[config.mk]
export PLATFORM = sky130hd
export DESIGN_NAME = irq_stack_seq
export DESIGN_NICKNAME = d
export VERILOG_FILES = /design/src/rtl/irq_seq_pkg.sv /design/src/rtl/irq_arbiter.sv /design/src/rtl/irq_sp.sv /design/src/rtl/irq_seq_ctrl.sv /design/src/rtl/irq_stack_seq.sv
export SDC_FILE = /design/constraint.sdc
export NUM_CORES = 1
export LEC_CHECK = 0
export ABC_AREA = 1
export BUFFER_PORTS_ARGS = -buffer_cell sky130_fd_sc_hd__buf_2
export CORE_MARGIN = 4
export CORE_UTILIZATION = 50
export DETAILED_ROUTE_END_ITERATION = 7
export PLACE_DENSITY = 0.75
export SKIP_LAST_GASP = 1
export SYNTH_ARGS = -nofsm -noshare
export SYNTH_HDL_FRONTEND = slang
export SYNTH_SLANG_ARGS = --single-unit
[constraint.sdc]
create_clock -name clk_i -period 3.8 [get_ports clk_i]
set_clock_uncertainty 0.1 [all_clocks]
set_input_delay 0.76 -clock clk_i [delete_from_list [all_inputs] [get_ports clk_i]]
set_output_delay 0.76 -clock clk_i [all_outputs]
set_load 0.01 [all_outputs]
[src/rtl/irq_seq_pkg.sv]
package irq_seq_pkg;

  // source code doubles as the vector pair index: base + 2*src
  typedef enum logic [1:0] {
    SRC_TMR = 2'd0,
    SRC_EXT = 2'd1,
    SRC_SWI = 2'd2,
    SRC_RST = 2'd3
  } src_e;

  typedef enum logic [2:0] {
    OP_NONE = 3'd0,
    OP_INT  = 3'd1,
    OP_RST  = 3'd2,
    OP_RTI  = 3'd3,
    OP_JSR  = 3'd4,
    OP_RTS  = 3'd5
  } op_e;

  localparam logic [2:0] STEP_VEC_HI = 3'd5;
  localparam logic [2:0] STEP_VEC_LO = 3'd6;

endpackage

[src/rtl/irq_arbiter.sv]
module irq_arbiter
  import irq_seq_pkg::*;
(
  input  logic clk_i,
  input  logic rst_ni,
  input  logic swi_i,
  input  logic ext_irq_ni,
  input  logic tmr_req_i,
  input  logic mask_i,
  input  logic take_i,
  input  logic clr_ext_i,
  output logic req_valid_o,
  output src_e req_src_o
);

  logic ext_prev_q, ext_pend_q, rst_pend_q;
  logic ext_fall;

  assign ext_fall = ext_prev_q & ~ext_irq_ni;

  always_ff @(posedge clk_i or negedge rst_ni) begin
    if (!rst_ni) begin
      ext_prev_q <= 1'b1;
      ext_pend_q <= 1'b0;
      rst_pend_q <= 1'b1;
    end else begin
      ext_prev_q <= ext_irq_ni;
      // a new edge wins over a clear in the same cycle
      ext_pend_q <= ext_fall | (ext_pend_q & ~clr_ext_i);
      if (take_i && req_src_o == SRC_RST) rst_pend_q <= 1'b0;
    end
  end

  always_comb begin
    req_valid_o = 1'b1;
    req_src_o   = SRC_TMR;
    if (rst_pend_q)                  req_src_o = SRC_RST;
    else if (swi_i)                  req_src_o = SRC_SWI;
    else if (ext_pend_q && !mask_i)  req_src_o = SRC_EXT;
    else if (tmr_req_i && !mask_i)   req_src_o = SRC_TMR;
    else                             req_valid_o = 1'b0;
  end

endmodule

[src/rtl/irq_sp.sv]
module irq_sp #(
  parameter int                ADDR_W  = 11,
  parameter int                SP_W    = 5,
  parameter logic [ADDR_W-1:0] SP_BASE = 11'h060
) (
  input  logic              clk_i,
  input  logic              rst_ni,
  input  logic              sp_rst_i,
  input  logic              push_i,
  input  logic              pull_i,
  output logic [ADDR_W-1:0] sp_addr_o,
  output logic [ADDR_W-1:0] pull_addr_o
);

  logic [SP_W-1:0] sp_q, sp_inc;

  assign sp_inc      = sp_q + 1'b1;
  assign sp_addr_o   = SP_BASE | ADDR_W'(sp_q);
  assign pull_addr_o = SP_BASE | ADDR_W'(sp_inc);

  always_ff @(posedge clk_i or negedge rst_ni) begin
    if (!rst_ni)       sp_q <= '1;
    else if (sp_rst_i) sp_q <= '1;
    else if (push_i)   sp_q <= sp_q - 1'b1;
    else if (pull_i)   sp_q <= sp_inc;
  end

endmodule

[src/rtl/irq_seq_ctrl.sv]
module irq_seq_ctrl
  import irq_seq_pkg::*;
#(
  parameter int ADDR_W = 11,
  parameter int DATA_W = 8,
  parameter int CC_W   = 5,
  parameter int I_BIT  = 3
) (
  input  logic              clk_i,
  input  logic              rst_ni,
  input  logic              req_valid_i,
  input  src_e              req_src_i,
  input  logic              rti_i,
  input  logic              rts_i,
  input  logic              jsr_i,
  input  logic              rsp_i,
  input  logic [ADDR_W-1:0] pc_i,
  input  logic [DATA_W-1:0] a_i,
  input  logic [DATA_W-1:0] x_i,
  input  logic [CC_W-1:0]   cc_i,
  input  logic [ADDR_W-1:0] sp_addr_i,
  input  logic [ADDR_W-1:0] pull_addr_i,
  input  logic [DATA_W-1:0] mem_rdata_i,
  output logic              take_o,
  output logic              clr_ext_o,
  output logic              push_o,
  output logic              pull_o,
  output logic              sp_rst_o,
  output logic [ADDR_W-1:0] mem_addr_o,
  output logic              mem_we_o,
  output logic              mem_re_o,
  output logic [DATA_W-1:0] mem_wdata_o,
  output logic [ADDR_W-1:0] pc_o,
  output logic [DATA_W-1:0] a_o,
  output logic [DATA_W-1:0] x_o,
  output logic [CC_W-1:0]   cc_o,
  output logic              busy_o,
  output logic              done_o
);

  localparam int HI_W   = ADDR_W - DATA_W;
  localparam int PAD_PC = DATA_W - HI_W;
  localparam int PAD_CC = DATA_W - CC_W;
  localparam logic [ADDR_W-1:0] VEC_BASE = {{(ADDR_W-3){1'b1}}, 3'b000};
  localparam logic [CC_W-1:0]   I_MASK   = CC_W'(1) << I_BIT;

  logic              busy_q, done_q;
  op_e               op_q;
  src_e              src_q;
  logic [2:0]        step_q;
  logic [ADDR_W-1:0] pc_q, pc_r;
  logic [DATA_W-1:0] a_q, x_q, a_r, x_r;
  logic [CC_W-1:0]   cc_q, cc_r;

  logic start_int, start_rti, start_rts, start_jsr, start_rsp;
  logic push_ph, pull_ph, vec_ph, last;
  logic [ADDR_W-1:0] vec_addr;

  always_comb begin
    start_int = !busy_q && req_valid_i;
    start_rti = !busy_q && !req_valid_i && rti_i;
    start_rts = !busy_q && !req_valid_i && !rti_i && rts_i;
    start_jsr = !busy_q && !req_valid_i && !rti_i && !rts_i && jsr_i;
    start_rsp = !busy_q && !req_valid_i && !rti_i && !rts_i && !jsr_i && rsp_i;
  end

  assign push_ph  = busy_q && ((op_q == OP_INT && step_q < STEP_VEC_HI) || op_q == OP_JSR);
  assign pull_ph  = busy_q && (op_q == OP_RTI || op_q == OP_RTS);
  assign vec_ph   = busy_q && (op_q == OP_INT || op_q == OP_RST) && step_q >= STEP_VEC_HI;
  assign vec_addr = VEC_BASE | ADDR_W'({src_q, step_q == STEP_VEC_LO});

  always_comb begin
    case (op_q)
      OP_INT, OP_RST: last = (step_q == STEP_VEC_LO);
      OP_RTI:         last = (step_q == 3'd4);
      OP_JSR, OP_RTS: last = (step_q == 3'd1);
      default:        last = 1'b1;
    endcase
  end

  always_comb begin
    case (step_q)
      3'd0:    mem_wdata_o = pc_q[DATA_W-1:0];
      3'd1:    mem_wdata_o = {{PAD_PC{1'b1}}, pc_q[ADDR_W-1:DATA_W]};
      3'd2:    mem_wdata_o = x_q;
      3'd3:    mem_wdata_o = a_q;
      default: mem_wdata_o = {{PAD_CC{1'b1}}, cc_q};
    endcase
  end

  always_comb begin
    if (push_ph)      mem_addr_o = sp_addr_i;
    else if (pull_ph) mem_addr_o = pull_addr_i;
    else if (vec_ph)  mem_addr_o = vec_addr;
    else              mem_addr_o = '0;
  end

  assign mem_we_o  = push_ph;
  assign mem_re_o  = pull_ph | vec_ph;
  assign push_o    = push_ph;
  assign pull_o    = pull_ph;
  assign sp_rst_o  = start_rsp;
  assign take_o    = start_int;
  assign clr_ext_o = vec_ph && src_q == SRC_EXT && step_q == STEP_VEC_HI;

  always_ff @(posedge clk_i or negedge rst_ni) begin
    if (!rst_ni) begin
      busy_q <= 1'b0;
      done_q <= 1'b0;
      op_q   <= OP_NONE;
      src_q  <= SRC_TMR;
      step_q <= '0;
      pc_q   <= '0;
      a_q    <= '0;
      x_q    <= '0;
      cc_q   <= '0;
      pc_r   <= '0;
      a_r    <= '0;
      x_r    <= '0;
      cc_r   <= I_MASK;
    end else begin
      done_q <= 1'b0;
      if (start_int) begin
        busy_q <= 1'b1;
        src_q  <= req_src_i;
        pc_q   <= pc_i;
        a_q    <= a_i;
        x_q    <= x_i;
        cc_q   <= cc_i;
        if (req_src_i == SRC_RST) begin
          op_q   <= OP_RST;
          step_q <= STEP_VEC_HI;
          cc_r   <= cc_r | I_MASK;
        end else begin
          op_q   <= OP_INT;
          step_q <= '0;
          a_r    <= a_i;
          x_r    <= x_i;
          cc_r   <= cc_i | I_MASK;
        end
      end else if (start_rti || start_rts || start_jsr) begin
        busy_q <= 1'b1;
        step_q <= '0;
        pc_q   <= pc_i;
        op_q   <= start_rti ? OP_RTI : (start_rts ? OP_RTS : OP_JSR);
      end else if (start_rsp) begin
        done_q <= 1'b1;
      end else if (busy_q) begin
        step_q <= step_q + 1'b1;
        if (op_q == OP_RTI) begin
          case (step_q)
            3'd0:    cc_r <= mem_rdata_i[CC_W-1:0];
            3'd1:    a_r  <= mem_rdata_i;
            3'd2:    x_r  <= mem_rdata_i;
            3'd3:    pc_r[ADDR_W-1:DATA_W] <= mem_rdata_i[HI_W-1:0];
            default: pc_r[DATA_W-1:0] <= mem_rdata_i;
          endcase
        end else if (op_q == OP_RTS || vec_ph) begin
          if (step_q == 3'd0 || step_q == STEP_VEC_HI)
            pc_r[ADDR_W-1:DATA_W] <= mem_rdata_i[HI_W-1:0];
          else
            pc_r[DATA_W-1:0] <= mem_rdata_i;
        end
        if (last) begin
          busy_q <= 1'b0;
          done_q <= 1'b1;
          op_q   <= OP_NONE;
        end
      end
    end
  end

  assign pc_o   = pc_r;
  assign a_o    = a_r;
  assign x_o    = x_r;
  assign cc_o   = cc_r;
  assign busy_o = busy_q;
  assign done_o = done_q;

endmodule

[src/rtl/irq_stack_seq.sv]
module irq_stack_seq
  import irq_seq_pkg::*;
#(
  parameter int                ADDR_W  = 11,
  parameter int                DATA_W  = 8,
  parameter int                CC_W    = 5,
  parameter int                SP_W    = 5,
  parameter int                I_BIT   = 3,
  parameter logic [ADDR_W-1:0] SP_BASE = 11'h060
) (
  input  logic              clk_i,
  input  logic              rst_ni,
  input  logic              swi_i,
  input  logic              ext_irq_ni,
  input  logic              tmr_req_i,
  input  logic              rti_i,
  input  logic              rts_i,
  input  logic              jsr_i,
  input  logic              rsp_i,
  input  logic [ADDR_W-1:0] pc_i,
  input  logic [DATA_W-1:0] a_i,
  input  logic [DATA_W-1:0] x_i,
  input  logic [CC_W-1:0]   cc_i,
  output logic [ADDR_W-1:0] mem_addr_o,
  output logic              mem_we_o,
  output logic              mem_re_o,
  output logic [DATA_W-1:0] mem_wdata_o,
  input  logic [DATA_W-1:0] mem_rdata_i,
  output logic [ADDR_W-1:0] pc_o,
  output logic [DATA_W-1:0] a_o,
  output logic [DATA_W-1:0] x_o,
  output logic [CC_W-1:0]   cc_o,
  output logic [ADDR_W-1:0] sp_o,
  output logic              busy_o,
  output logic              done_o
);

  logic              req_valid, take, clr_ext, push, pull, sp_rst;
  src_e              req_src;
  logic [ADDR_W-1:0] pull_addr;

  irq_arbiter u_arb (
    .clk_i       (clk_i),
    .rst_ni      (rst_ni),
    .swi_i       (swi_i),
    .ext_irq_ni  (ext_irq_ni),
    .tmr_req_i   (tmr_req_i),
    .mask_i      (cc_i[I_BIT]),
    .take_i      (take),
    .clr_ext_i   (clr_ext),
    .req_valid_o (req_valid),
    .req_src_o   (req_src)
  );

  irq_sp #(
    .ADDR_W  (ADDR_W),
    .SP_W    (SP_W),
    .SP_BASE (SP_BASE)
  ) u_sp (
    .clk_i       (clk_i),
    .rst_ni      (rst_ni),
    .sp_rst_i    (sp_rst),
    .push_i      (push),
    .pull_i      (pull),
    .sp_addr_o   (sp_o),
    .pull_addr_o (pull_addr)
  );

  irq_seq_ctrl #(
    .ADDR_W (ADDR_W),
    .DATA_W (DATA_W),
    .CC_W   (CC_W),
    .I_BIT  (I_BIT)
  ) u_ctrl (
    .clk_i       (clk_i),
    .rst_ni      (rst_ni),
    .req_valid_i (req_valid),
    .req_src_i   (req_src),
    .rti_i       (rti_i),
    .rts_i       (rts_i),
    .jsr_i       (jsr_i),
    .rsp_i       (rsp_i),
    .pc_i        (pc_i),
    .a_i         (a_i),
    .x_i         (x_i),
    .cc_i        (cc_i),
    .sp_addr_i   (sp_o),
    .pull_addr_i (pull_addr),
    .mem_rdata_i (mem_rdata_i),
    .take_o      (take),
    .clr_ext_o   (clr_ext),
    .push_o      (push),
    .pull_o      (pull),
    .sp_rst_o    (sp_rst),
    .mem_addr_o  (mem_addr_o),
    .mem_we_o    (mem_we_o),
    .mem_re_o    (mem_re_o),
    .mem_wdata_o (mem_wdata_o),
    .pc_o        (pc_o),
    .a_o         (a_o),
    .x_o         (x_o),
    .cc_o        (cc_o),
    .busy_o      (busy_o),
    .done_o      (done_o)
  );

endmodule

# Word level (Yosys, flattened, before mapping)
# Index checks and enable logic that the tools add are counted.
op_classes:
  add_sub_neg: 3
  magnitude_cmp: 2
  n_eq_ne: 20
  muxes: 67
  bitwise_logic: 9
  reduce_logical: 55
ops:
  columns: ["cell", "n"]
  rows:
  - ["2-to-1 mux 8 bit", 16]
  - ["2-to-1 mux 11 bit", 7]
  - ["2-to-1 mux 5 bit", 10]
  - ["2-to-1 mux 3 bit", 13]
  - ["one-hot mux 8 bit (4 select lines)", 1]
  - ["logical AND 1 bit", 19]
  - ["AND reduction 6 bit", 3]
  - ["2-to-1 mux 1 bit", 16]
  - ["nonzero test 2 bit", 8]
  - ["equality test 3 bit (second input constant)", 5]
  - ["AND reduction 7 bit", 2]
  - ["equality test 3 x 2 -> 1 bit (second input constant)", 4]
  - ["nonzero test 3 bit", 3]
  - ["!= test 2 bit (second input constant)", 4]
  - ["logical OR 1 bit", 7]
  - ["equality test 3 x 1 -> 1 bit (second input constant)", 2]
  - ["logical NOT 1 bit", 6]
  - ["2-to-1 mux 2 bit", 3]
  - ["adder 5 x 1 -> 5 bit (second input constant)", 1]
  - ["NOT 1 bit", 5]
  - ["AND reduction 5 bit", 1]
  - ["subtractor 5 x 1 -> 5 bit (second input constant)", 1]
  - ["!= test 2 x 1 -> 1 bit (second input constant)", 2]
  - ["OR reduction 2 bit", 2]
  - ["13 further kinds", 15]
word_totals:
  reg_bits: 82
  input_bits: 49
  output_inout_bits: 66
  word_cells: 175

# Depth between registers and ports, before layout
logic_depth:
  word_depth: 15
  depth_mapped: 11
  mapped_depth_nobuf: 11

# Cells and area by module
# From an unflattened synthesis, not the netlist that was laid out.
hier_totals:
  cells_unflattened: 614
  area_unflattened_um2: 4571.9
by_module_without_submodules:
  columns: ["module", "instances", "cells_per_inst", "area_each_um2", "seq_area_each_um2"]
  rows:
  - ["irq_seq_ctrl", 1, 522, 3908.7, 1853.0]
  - ["irq_sp", 1, 74, 523.0, 131.4]
  - ["irq_arbiter", 1, 18, 140.1, 77.6]

# Worst setup path before layout
# OpenSTA, ideal clock, no wires.
synth_timing:
  kind: "register to output"
  from: "register u_ctrl.step_q[2]"
  to: "output port mem_wdata_o[4]"
  t_arrival_ps: 1582
  t_required_ps: 2940
  path_slack_ps: 1358
  path_stages_with_launch: 10
  n_path_buf: 1
  cell_sequence: "dfrtp_1 inv_2 clkbuf_1 ha_1 inv_1 o21ai_0 a31oi_1 o21ai_0 o21ai_0 inv_1"
synth_via:
  elab_chain_cells: 2
  elab_cells_between_ends: 5
  classes_between: "eq/ne (3); mux (1); reduce/logical (1)"
synth_lines:
  columns: ["item", "line_no", "source"]
  rows:
  - ["start, declared", "irq_seq_ctrl.sv:50", "logic [2:0] step_q;"]
  - ["start signal, assigned", "irq_seq_ctrl.sv:149", "step_q <= step_q + 1'b1;"]
  - ["equality test 3 x 2 -> 1 bit (tied with other cells)", "irq_seq_ctrl.sv:82", "case (step_q)"]
  - ["one-hot mux 8 bit (4 select lines) (*)", "irq_seq_ctrl.sv:82", null]
  - ["end, declared", "irq_stack_seq.sv:27", "output logic [DATA_W-1:0] mem_wdata_o,"]
# Mark *: on every way between the ends. The rest lies on a longest branch, timed or not.

# Worst setup path after layout
# Ends and elaborated chain as after synthesis.

==> metrics.md <==
| Metric | Value |
|---|---|
| First-pass GRT wire length | `18.1 mm` |
| WP depth | `9` |
| Share of post-route cells with drive strength above 1 | `25.9%` |
| Post-DP HPWL | `8.66 mm` |
| CTS tree | `yes` |
| Initial core utilization | `52.0%` |
| Routed via count | `3,945` |
| Final period util | `80.0%` |
| Clock buffer depth | `2` |
| Power Dens Cells | `904 nW/um2` |
| Critical Path End Type | `output pin` |
| Leading area contributor after synthesis | `dfrtp_1` |
| Status | `finished clean` |
| N_diodes | `0` |
| Register-to-register setup slack | `1490 ps` |
| Final min period | `3040 ps` |
| Critical path class | `reg -> out` |
| Num rows | `33` |
| Layout Cells excl Fill | `754` |
| Cts repair resizes | `0` |
| Crit-path cells | `inv_2 -> ha_1 -> inv_1 -> o21ai_0 -> a31oi_1 -> o21ai_0 -> o21ai_0 -> inv_1 -> buf_2` |
| Die Area | `10,200 um2` |
| Die height | `101 um` |
| Max-cap violations | `0` |
| I/O pin total | `115` |
| Top-area cell type share of the netlist area | `42.7%` |
| Lkg Pwr | `0.00289 uW` |
| Wire per inst | `15.0 um` |
| Asr flop ratio synth | `100%` |
| Sequential element share of the synthesized area | `47.6%` |
| Worst Tran Pin Value | `1030 ps` |
| Clk sinks | `82` |
| Netlist cell types | `38` |
| Via/cell ratio | `5.23` |
| Post-synthesis cell area | `4330 um2` |
| Power consumption | `4600 uW` |
| ANT nets after route | `0` |
| Core ar. | `8340 um2` |
| Max incr delay on CP | `460 ps` |
| Vias in the first global route | `3,707` |
| Top cells by area, synth | `dfrtp_1 (43%), nand2_1 (18%), o21ai_0 (5.0%)` |
| Root Buffer | `clkbuf_8` |
| Largest net degree at the start of global routing | `83` |
| Total GRT Usage | `22.9%` |
| Hold-fix buffers, CTS | `0` |
| Crit-path leading delay family | `buffers and inverters` |
| Peak supply drop | `461 uV` |
| DRC | `0` |
| Worst Hold Class | `reg -> reg` |
| Most frequent cells in the layout | `nand2_1 (204), buf_2 (107), dfrtp_1 (74), inv_1 (56), o21ai_0 (43)` |
| CP Data Arrival Time | `2180 ps` |
| CP dominant cell by count | `o21ai_0` |
| Gpl congestion | `0.901` |
| Placed Instances | `738` |
| EDFF count, synth | `0` |
| Required @ worst endpoint | `2940 ps` |
| Num CTS Buffers | `9` |
| Drt first pass iters | `5` |
| Endpoints failing setup | `0` |
| Seq cells post-synth | `82` |
| Worst Path Buf+Inv | `4` |
| Startpoint types | `register` |
| Avg Cell Area, Syn | `7.98 um2` |
| Layout area overhead | `17.5%` |
| Setup_tns | `0 ps` |
| Worst-path fanout max | `14` |
| Top FF cell, synth | `dfrtp_1` |
| Post-CTS Setup Inserts | `0` |
| Commonest non-fill, non-tap cell in the layout | `nand2_1` |
| Syn. warnings | `0` |
| RSZ-0062 raised after global routing | `false` |
| Post-synthesis cell count | `543` |
| Final WL | `11.3 mm` |
| Hold path endpoint | `u_ctrl.pc_o[6]$_DFFE_PN0P_` |
| R2r worst-path depth | `7` |
| Final Hold Viols | `0` |
| Util after Layout | `61.0%` |
| WHS | `372 ps` |
| Gr ovfl total | `0` |
| Cells on Worst Hold Path | `2` |
| Hold_sp | `u_ctrl.pc_o[6]$_DFFE_PN0P_` |
| Register area | `2060 um2` |
| CP max-delay cell | `dfrtp_1` |
| Fillers | `797` |
| Clk_lat worst skew | `350 ps` |
| Initial antenna violation count | `0` |
| Iteration-0 DRC count of the detailed router | `260` |
| Clk slew on worst S/H paths | `90 ps` |
| RR Endpoint | `u_ctrl.a_o[0]$_DFFE_PN0P_` |
| Rel. slew slack | `31.4%` |
| H-Tree Depth | `3` |
| Setup crit start | `u_ctrl.step_q[2]$_DFFE_PN0P_` |
| Die Span X | `101 um` |
| Multi-input gate area | `1910 um2` |
| Max-slew violations | `0` |
| Worst r2r src | `u_ctrl.busy_o$_DFFE_PN0P_` |
| Peak Freq | `329 MHz` |
| IO buf count | `108` |
| Final net count | `700` |
[per-layer routing]
metal  share of wire (%)  global-route usage, %  up-vias
met3                 8.5                   3.46       16
met4                 2.1                   8.90        0
met1                  44                   33.5     1842
met2                  45                   34.2      179
met5                   0                      0        -
li1                    -                      -     1908
[Yosys cell counts, types with 3 or more instances]
cell type and number:
nand2_1 204, dfrtp_1 74, inv_1 56, o21ai_0 43, nand3_1 40, nor2_1 11
buf_4 10, o21ai_1 9, a21oi_1 8, dfstp_2 8, ha_1 7, buf_2 6
nand2_2 6, xor2_1 6, inv_2 5, nand2_4 5, clkbuf_1 4, nor2_2 4
o21ai_2 4, o22ai_1 4, nand3_2 3
[sequential cells by signal, summed over array words and instances, names as in the netlist]
signal	cells
u_ctrl.done_o	1
u_ctrl.pc_q	11
u_arb.rst_pend_q	1
u_arb.ext_pend_q	1
u_ctrl.step_q	3
u_ctrl.a_o	8
u_ctrl.a_q	8
u_ctrl.cc_q	5
u_ctrl.x_q	8
u_arb.ext_prev_q	1
u_ctrl.op_q	3
u_ctrl.pc_o	11
u_sp.sp_q	5
u_ctrl.cc_o	5
u_ctrl.src_q	2
u_ctrl.busy_o	1
u_ctrl.x_o	8
[per-stage QoR]
step / setup WS (ps) / cell area (um2)
2_1_floorplan: 1360 / 4350
3_3_place_gp: 1180 / 4880
3_5_place_dp: 1180 / 4880
4_1_cts: 789 / 5090
5_1_grt: 537 / 5090
6_report: 759 / 5090
[tightest hold or removal path, cell delays in order, from the launching register on]
cell	delay (ps)
dfrtp_1	350
nand2_1	50
nand2_1	40
[where the power goes]
part           internal, uW  switching, uW
Sequential             1300            270
Clock                   330            345
Combinational           820           1540
Total                  2450           2150
[cell type report]
cell class | count | share of cell area, %
clock buffers | 10 | 2.70
clock inverters | 6 | 1.45
inverters | 61 | 4.50
multi-input cells | 382 | 37.6
flip-flops and latches | 82 | 40.5
well taps | 105 | 2.58
repair buffers | 108 | 10.7
[kinds of logic after synthesis]
kind of cell | Yosys count | share of synthesized area [%]
and+or+nand+nor | 282 | 29.1
buffers and inverters | 83 | 8.58
DFF | 82 | 47.6
AOI/OAI and AO/OA | 81 | 11.3
adders and majority gates | 7 | 2.02
xor gates and xnor gates | 6 | 1.21
other | 2 | 0.173
[how the worst max path moves through the flow]
stage                                      to  slack, ps
floorplan                      mem_wdata_o[4]       1360
global placement               mem_wdata_o[4]       1180
detailed placement  u_ctrl.a_o[0]$_DFFE_PN0P_       1180
CTS                            mem_wdata_o[4]        790
global route                   mem_wdata_o[4]        540
finish                         mem_wdata_o[4]        760
No activity file was read; power rests on OpenSTA's default activity.
